===== config.mk =====
export PLATFORM = sky130hd
export DESIGN_NAME = i2c_scl_timer
export DESIGN_NICKNAME = d
export VERILOG_FILES = /design/src/rtl/i2c_tgen_pkg.sv /design/src/rtl/i2c_tgen_cfg.sv /design/src/rtl/i2c_tgen_sync.sv /design/src/rtl/i2c_tgen_cnt.sv /design/src/rtl/i2c_scl_timer.sv
export SDC_FILE = /design/constraint.sdc
export NUM_CORES = 1
export LEC_CHECK = 0
export ABC_AREA = 0
export CORE_MARGIN = 5
export CORE_UTILIZATION = 64
export DETAILED_ROUTE_END_ITERATION = 12
export PLACE_DENSITY = 0.84
export SLEW_MARGIN = 20
export SYNTH_ARGS = -nofsm -noshare
export SYNTH_HDL_FRONTEND = slang
export SYNTH_SLANG_ARGS = --single-unit

===== constraint.sdc =====
create_clock -name clk -period 10.91 [get_ports clk]
set_input_delay 2.182 -clock clk [delete_from_list [all_inputs] [get_ports clk]]
set_output_delay 2.182 -clock clk [all_outputs]
set_load 0.02 [all_outputs]

===== src/rtl/i2c_tgen_pkg.sv =====
package i2c_tgen_pkg;

  // Phase of the SCL generator
  typedef enum logic [2:0] {
    PH_OFF   = 3'd0,
    PH_LWAIT = 3'd1,  // pulling low, waiting to see the line low
    PH_LCNT  = 3'd2,  // counting the low phase
    PH_HWAIT = 3'd3,  // released, waiting to see the line high
    PH_HCNT  = 3'd4   // counting the high phase
  } phase_e;

  // Used fields of the timing word (reserved nibble removed)
  typedef struct packed {
    logic [3:0] quant;
    logic [3:0] setup;
    logic [3:0] hold;
    logic [7:0] hi;
    logic [7:0] lo;
  } tfields_t;

endpackage


===== src/rtl/i2c_tgen_cfg.sv =====
module i2c_tgen_cfg
  import i2c_tgen_pkg::*;
#(
  parameter int CNT_W = 14
) (
  input  logic             clk,
  input  logic             rst_n,
  input  logic             capture,
  input  logic [31:0]      cfg_i,
  output logic [CNT_W-1:0] low_eff_o,
  output logic [CNT_W-1:0] high_n_o,
  output logic [CNT_W-1:0] hold_n_o
);

  tfields_t fld_d, fld_q;
  logic     rsv_unused;

  assign rsv_unused = ^cfg_i[27:24];

  always_comb begin
    fld_d = fld_q;
    if (capture) fld_d = tfields_t'({cfg_i[31:28], cfg_i[23:0]});
  end

  always_ff @(posedge clk or negedge rst_n) begin
    if (!rst_n) fld_q <= '0;
    else        fld_q <= fld_d;
  end

  logic [CNT_W-1:0] q_w, low_n, setup_n, need_n;

  always_comb begin
    q_w       = CNT_W'(fld_q.quant) + CNT_W'(1);
    low_n     = (CNT_W'(fld_q.lo) + CNT_W'(1)) * q_w;
    high_n_o  = (CNT_W'(fld_q.hi) + CNT_W'(1)) * q_w;
    hold_n_o  = CNT_W'(fld_q.hold) * q_w + CNT_W'(1);
    setup_n   = (CNT_W'(fld_q.setup) + CNT_W'(1)) * q_w;
    need_n    = hold_n_o + setup_n;
    low_eff_o = (low_n > need_n) ? low_n : need_n;
  end

endmodule


===== src/rtl/i2c_tgen_sync.sv =====
module i2c_tgen_sync #(
  parameter int STAGES = 2
) (
  input  logic clk,
  input  logic rst_n,
  input  logic line_i,
  output logic line_o
);

  localparam int SW = (STAGES < 2) ? 2 : STAGES;

  logic [SW-1:0] sh_d, sh_q;

  always_comb sh_d = {sh_q[SW-2:0], line_i};

  always_ff @(posedge clk or negedge rst_n) begin
    if (!rst_n) sh_q <= '1;   // idle bus reads high
    else        sh_q <= sh_d;
  end

  assign line_o = sh_q[SW-1];

endmodule


===== src/rtl/i2c_tgen_cnt.sv =====
module i2c_tgen_cnt #(
  parameter int W = 14
) (
  input  logic         clk,
  input  logic         rst_n,
  input  logic         clr,
  input  logic         inc,
  output logic [W-1:0] cnt_o
);

  logic [W-1:0] cnt_d, cnt_q;

  always_comb begin
    cnt_d = cnt_q;
    if (clr)      cnt_d = '0;
    else if (inc) cnt_d = cnt_q + W'(1);
  end

  always_ff @(posedge clk or negedge rst_n) begin
    if (!rst_n) cnt_q <= '0;
    else        cnt_q <= cnt_d;
  end

  assign cnt_o = cnt_q;

endmodule


===== src/rtl/i2c_scl_timer.sv =====
module i2c_scl_timer
  import i2c_tgen_pkg::*;
#(
  parameter int CNT_W       = 14,
  parameter int SYNC_STAGES = 2
) (
  input  logic        clk,
  input  logic        rst_n,
  input  logic        enable,
  input  logic [31:0] timing_cfg,
  input  logic        scl_line_i,
  output logic        scl_pull_o,
  output logic        data_upd_o,
  output logic        data_smp_o
);

  localparam logic [CNT_W-1:0] ONE = CNT_W'(1);

  phase_e           phase_d, phase_q;
  logic             line_s;
  logic [CNT_W-1:0] cnt, low_eff, high_n, hold_n;
  logic             cnt_clr, cnt_inc, capture;

  assign capture = (phase_q == PH_OFF);

  i2c_tgen_cfg #(.CNT_W(CNT_W)) cfg_i (
    .clk      (clk),
    .rst_n    (rst_n),
    .capture  (capture),
    .cfg_i    (timing_cfg),
    .low_eff_o(low_eff),
    .high_n_o (high_n),
    .hold_n_o (hold_n)
  );

  i2c_tgen_sync #(.STAGES(SYNC_STAGES)) sync_i (
    .clk   (clk),
    .rst_n (rst_n),
    .line_i(scl_line_i),
    .line_o(line_s)
  );

  i2c_tgen_cnt #(.W(CNT_W)) cnt_i (
    .clk  (clk),
    .rst_n(rst_n),
    .clr  (cnt_clr),
    .inc  (cnt_inc),
    .cnt_o(cnt)
  );

  // Next phase
  always_comb begin
    phase_d = phase_q;
    if (!enable) begin
      phase_d = PH_OFF;
    end else begin
      unique case (phase_q)
        PH_OFF:   phase_d = PH_LWAIT;
        PH_LWAIT: if (!line_s) phase_d = PH_LCNT;
        PH_LCNT:  if (cnt == low_eff - ONE) phase_d = PH_HWAIT;
        PH_HWAIT: if (line_s) phase_d = PH_HCNT;
        PH_HCNT:  if (cnt == high_n - ONE) phase_d = PH_LWAIT;
        default:  phase_d = PH_OFF;
      endcase
    end
  end

  always_ff @(posedge clk or negedge rst_n) begin
    if (!rst_n) phase_q <= PH_OFF;
    else        phase_q <= phase_d;
  end

  assign cnt_clr = (phase_d != phase_q);
  assign cnt_inc = (phase_q == PH_LCNT) || (phase_q == PH_HCNT);

  // Outputs, qualified by enable in the same cycle
  assign scl_pull_o = enable && ((phase_q == PH_LWAIT) || (phase_q == PH_LCNT));
  assign data_upd_o = enable && (phase_q == PH_LCNT) && (cnt == hold_n - ONE);
  assign data_smp_o = enable && (phase_q == PH_HCNT) && (cnt == '0);

endmodule


==> results.sh <==
export IMPL_multi_input_area_um2=7180
export IMPL_finalSetupViolations=0
export IMPL_clk_latency_ns=0.31
export IMPL_drc=0
export IMPL_synth_top_area_share_pct=14.6
export IMPL_period_share_pct=92.8
export IMPL_end_kind="flip-flop"
export IMPL_chipHeight_um=129
export IMPL_nNetsFinal=1309
export IMPL_cts_buffers=5
export IMPL_hp_class="flip-flop to flip-flop"
export IMPL_clock_sinks=47
export IMPL_yosysMostFrequentCell="inv_1"
export IMPL_detail_route_antenna_nets=0
export IMPL_htreeDepth=2
export IMPL_netlist_area_um2=9060
export IMPL_drt_pass1_iterations=5
export IMPL_rr_worst_depth=33
export IMPL_slew_viol_final=0
export IMPL_ctsHoldBuffers=0
export IMPL_slowest_delay_ns=0.60
export IMPL_cts_resized_gates=0
export IMPL_r2r_start="cfg_i.fld_q[24]"
export IMPL_finalCriticalPeriod_ns=10.13
export IMPL_syn_area_per_cell_um2=8.26
export IMPL_cts_tree="yes"
export IMPL_clk_pin_slew_worst_paths_ns=0.07
export IMPL_rows=43
export IMPL_vias=7654
export IMPL_antenna_found_initial=0
export IMPL_gp_congestion=0.962
export IMPL_io_buffers=34
export IMPL_grtUsageTotal_pct=25.7
export IMPL_arrival_ns=10.31
export IMPL_grt_pass1_vias=7392
export IMPL_outcome="complete, no violations"
export IMPL_startpoint_type="flip-flop"
export IMPL_fin_setup_tns_ns=0
export IMPL_area_growth_syn_to_layout_pct=6.85
export IMPL_diodes=0
export IMPL_cp_startpoint="cfg_i.fld_q[24]"
export IMPL_synthTopCellsByCount="inv_1, ha_1, nand2_1"
export IMPL_skew_ns=0.0113
export IMPL_fillCellCount=1132
export IMPL_viasPerCell=5.95
export IMPL_drive_gt1_share_pct=7.50
export IMPL_worstPathRequired_ns=11.09
export IMPL_cts_setup_buffers=0
export IMPL_slew_headroom_pct=32.7
export IMPL_async_flop_share_pct=100
export IMPL_yosys_register_bits=47
export IMPL_synth_warnings=0
export IMPL_max_slew_worst_pin_slew_ns=1.00
export IMPL_path_class="flip-flop to flip-flop"
export IMPL_wl_per_cell_um=16.1
export IMPL_synth_flop_cell="dfrtp_1"
export IMPL_cpMaxStageDelayCell="a2111oi_0"
export IMPL_dp_hpwl_um=16600
export IMPL_final_hold_viol_count=0
export IMPL_finalWirelength_um=20700
export IMPL_yosysTopAreaCell="fa_1"
export IMPL_grt_pass1_wl_um=35000
export IMPL_synthTopCellsByArea="fa_1, ha_1, dfrtp_1, xnor2_1, inv_1"
export IMPL_ys_seq_area_share_pct=13.0
export IMPL_coreArea_um2=13900
export IMPL_synth_distinct_cells=79
export IMPL_synth_fp_nets=1301
export IMPL_drt_iter0_drc=593
export IMPL_maxCapViolations=0
export IMPL_clockBufferDepth=2
export IMPL_reg2reg_setup_slack_ns=0.78
export IMPL_grt_start_max_net_pins=48
export IMPL_syn_inst=1098
export IMPL_fmax_mhz=98.7
export IMPL_worst_path_max_fanout=22
export IMPL_ios=39
export IMPL_die_width_um=129
export IMPL_crit_end="cnt_i.cnt_o[6]"
export IMPL_rsz0062_at_grt="false"
export IMPL_synth_edf_count=0
export IMPL_seqCellArea_um2=1180
export IMPL_grt_ovfl_total=0
export IMPL_cts_root_buf="clkbuf_16"
export IMPL_die_area_um2=16600
export IMPL_r2r_end="cnt_i.cnt_o[6]"
export IMPL_initial_utilization_pct=65.3
## registers in the layout, indices dropped and copies added, names as in the netlist
register,cells
cnt_i.cnt_o,14
phase_q,3
cfg_i.fld_q,28
sync_i.sh_q,2
## how the worst min path moves through the flow
| stage | slack, ns | start | depth (start not counted) | endpoint |
|---|---|---|---|---|
| 2_1_floorplan | 0.35 | sync_i.sh_q[0] | 0 | sync_i.sh_q[1] |
| 3_3_place_gp | 0.35 | sync_i.sh_q[0] | 0 | sync_i.sh_q[1] |
| 3_5_place_dp | 0.35 | sync_i.sh_q[0] | 0 | sync_i.sh_q[1] |
| 4_1_cts | 0.36 | sync_i.sh_q[0] | 0 | sync_i.sh_q[1] |
| 5_1_grt | 0.37 | sync_i.sh_q[0] | 0 | sync_i.sh_q[1] |
| 6_report | 0.36 | sync_i.sh_q[0] | 0 | sync_i.sh_q[1] |
## kinds of logic after synthesis
kind of cell,Yosys count,share of synthesized area (%)
AOI/OAI and AO/OA,173,13.1
xor gates and xnor gates,111,10.9
adders and majority gates,167,28.5
buffers and inverters,180,7.84
DFF,47,13.0
muxes,34,4.14
and+or+nand+nor,386,22.5
## layout make-up
type	count	share of cell area, %
Inverter	136	5.27
Multi-Input combinational cell	871	74.1
Sequential cell	47	12.2
Clock inverter	3	0.491
Clock buffer	5	1.29
Tap cell	180	2.33
Timing Repair Buffer	45	4.34
## metrics by stage
step / setup WS (ns) / hold WS, ns / instance area [um^2] / cells / utilization [%]
detailed placement: 0.851 / 0.350 / 9510 / 1279 / 68.5
floorplan: 1.42 / 0.345 / 9060 / 1098 / -
global route: 0.0908 / 0.367 / 9690 / 1287 / 69.8
finish: 0.782 / 0.363 / 9690 / 1287 / 69.8
global placement: 1.01 / 0.349 / 9510 / 1279 / 68.5
CTS: 0.879 / 0.364 / 9680 / 1287 / 69.8
## critical path, delay by kind of cell, from the launching register on
| kind | cells | cell delay [ns] |
|---|---|---|
| buffers and inverters | 3 | 0.38 |
| AO/OA/AOI/OAI | 9 | 2.23 |
| XOR/XNOR | 3 | 1.08 |
| adder cells (fa/ha/maj) | 10 | 4.15 |
| AND/OR/NAND/NOR | 8 | 1.74 |
| flip-flops | 1 | 0.39 |
## cells in the final DEF (no fill, tap or decap), types with 5 or more instances in the layout
cell type        instances
nand2_1                 85
nor3_1                  24
ha_1                   101
o21a_1                   6
dfrtp_1                 45
nor4_1                   9
inv_1                  136
xnor2_1                 67
mux2_2                  28
a21oi_1                 50
clkdlybuf4s50_1         33
clkbuf_16                5
a211oi_1                 8
o211ai_1                 9
and2_1                  37
or4_1                    5
buf_4                   12
fa_1                    66
nor3_2                  10
a21o_1                  15
xor2_1                  42
o22ai_1                  5
nor2_1                  78
and3_1                  12
mux2i_1                  6
o21bai_1                11
nand4_1                 19
a31oi_1                  5
nand2b_1                22
nand3_1                 40
nor2b_1                 17
o21ai_0                 22
## per-layer routing
| layer | track usage (%) | part of all wire (%) | vias to the layer above |
|---|---|---|---|
| met3 | 3.34 | 5.5 | 37 |
| met1 | 35.8 | 46 | 3645 |
| met2 | 42.1 | 46 | 239 |
| li1 | - | - | 3733 |
| met5 | 0 | 0 | - |
| met4 | 7.41 | 2.3 | 0 |
Power is not shown: default switching activity piles up to over one toggle a cycle in this logic, so the estimate is an artifact.
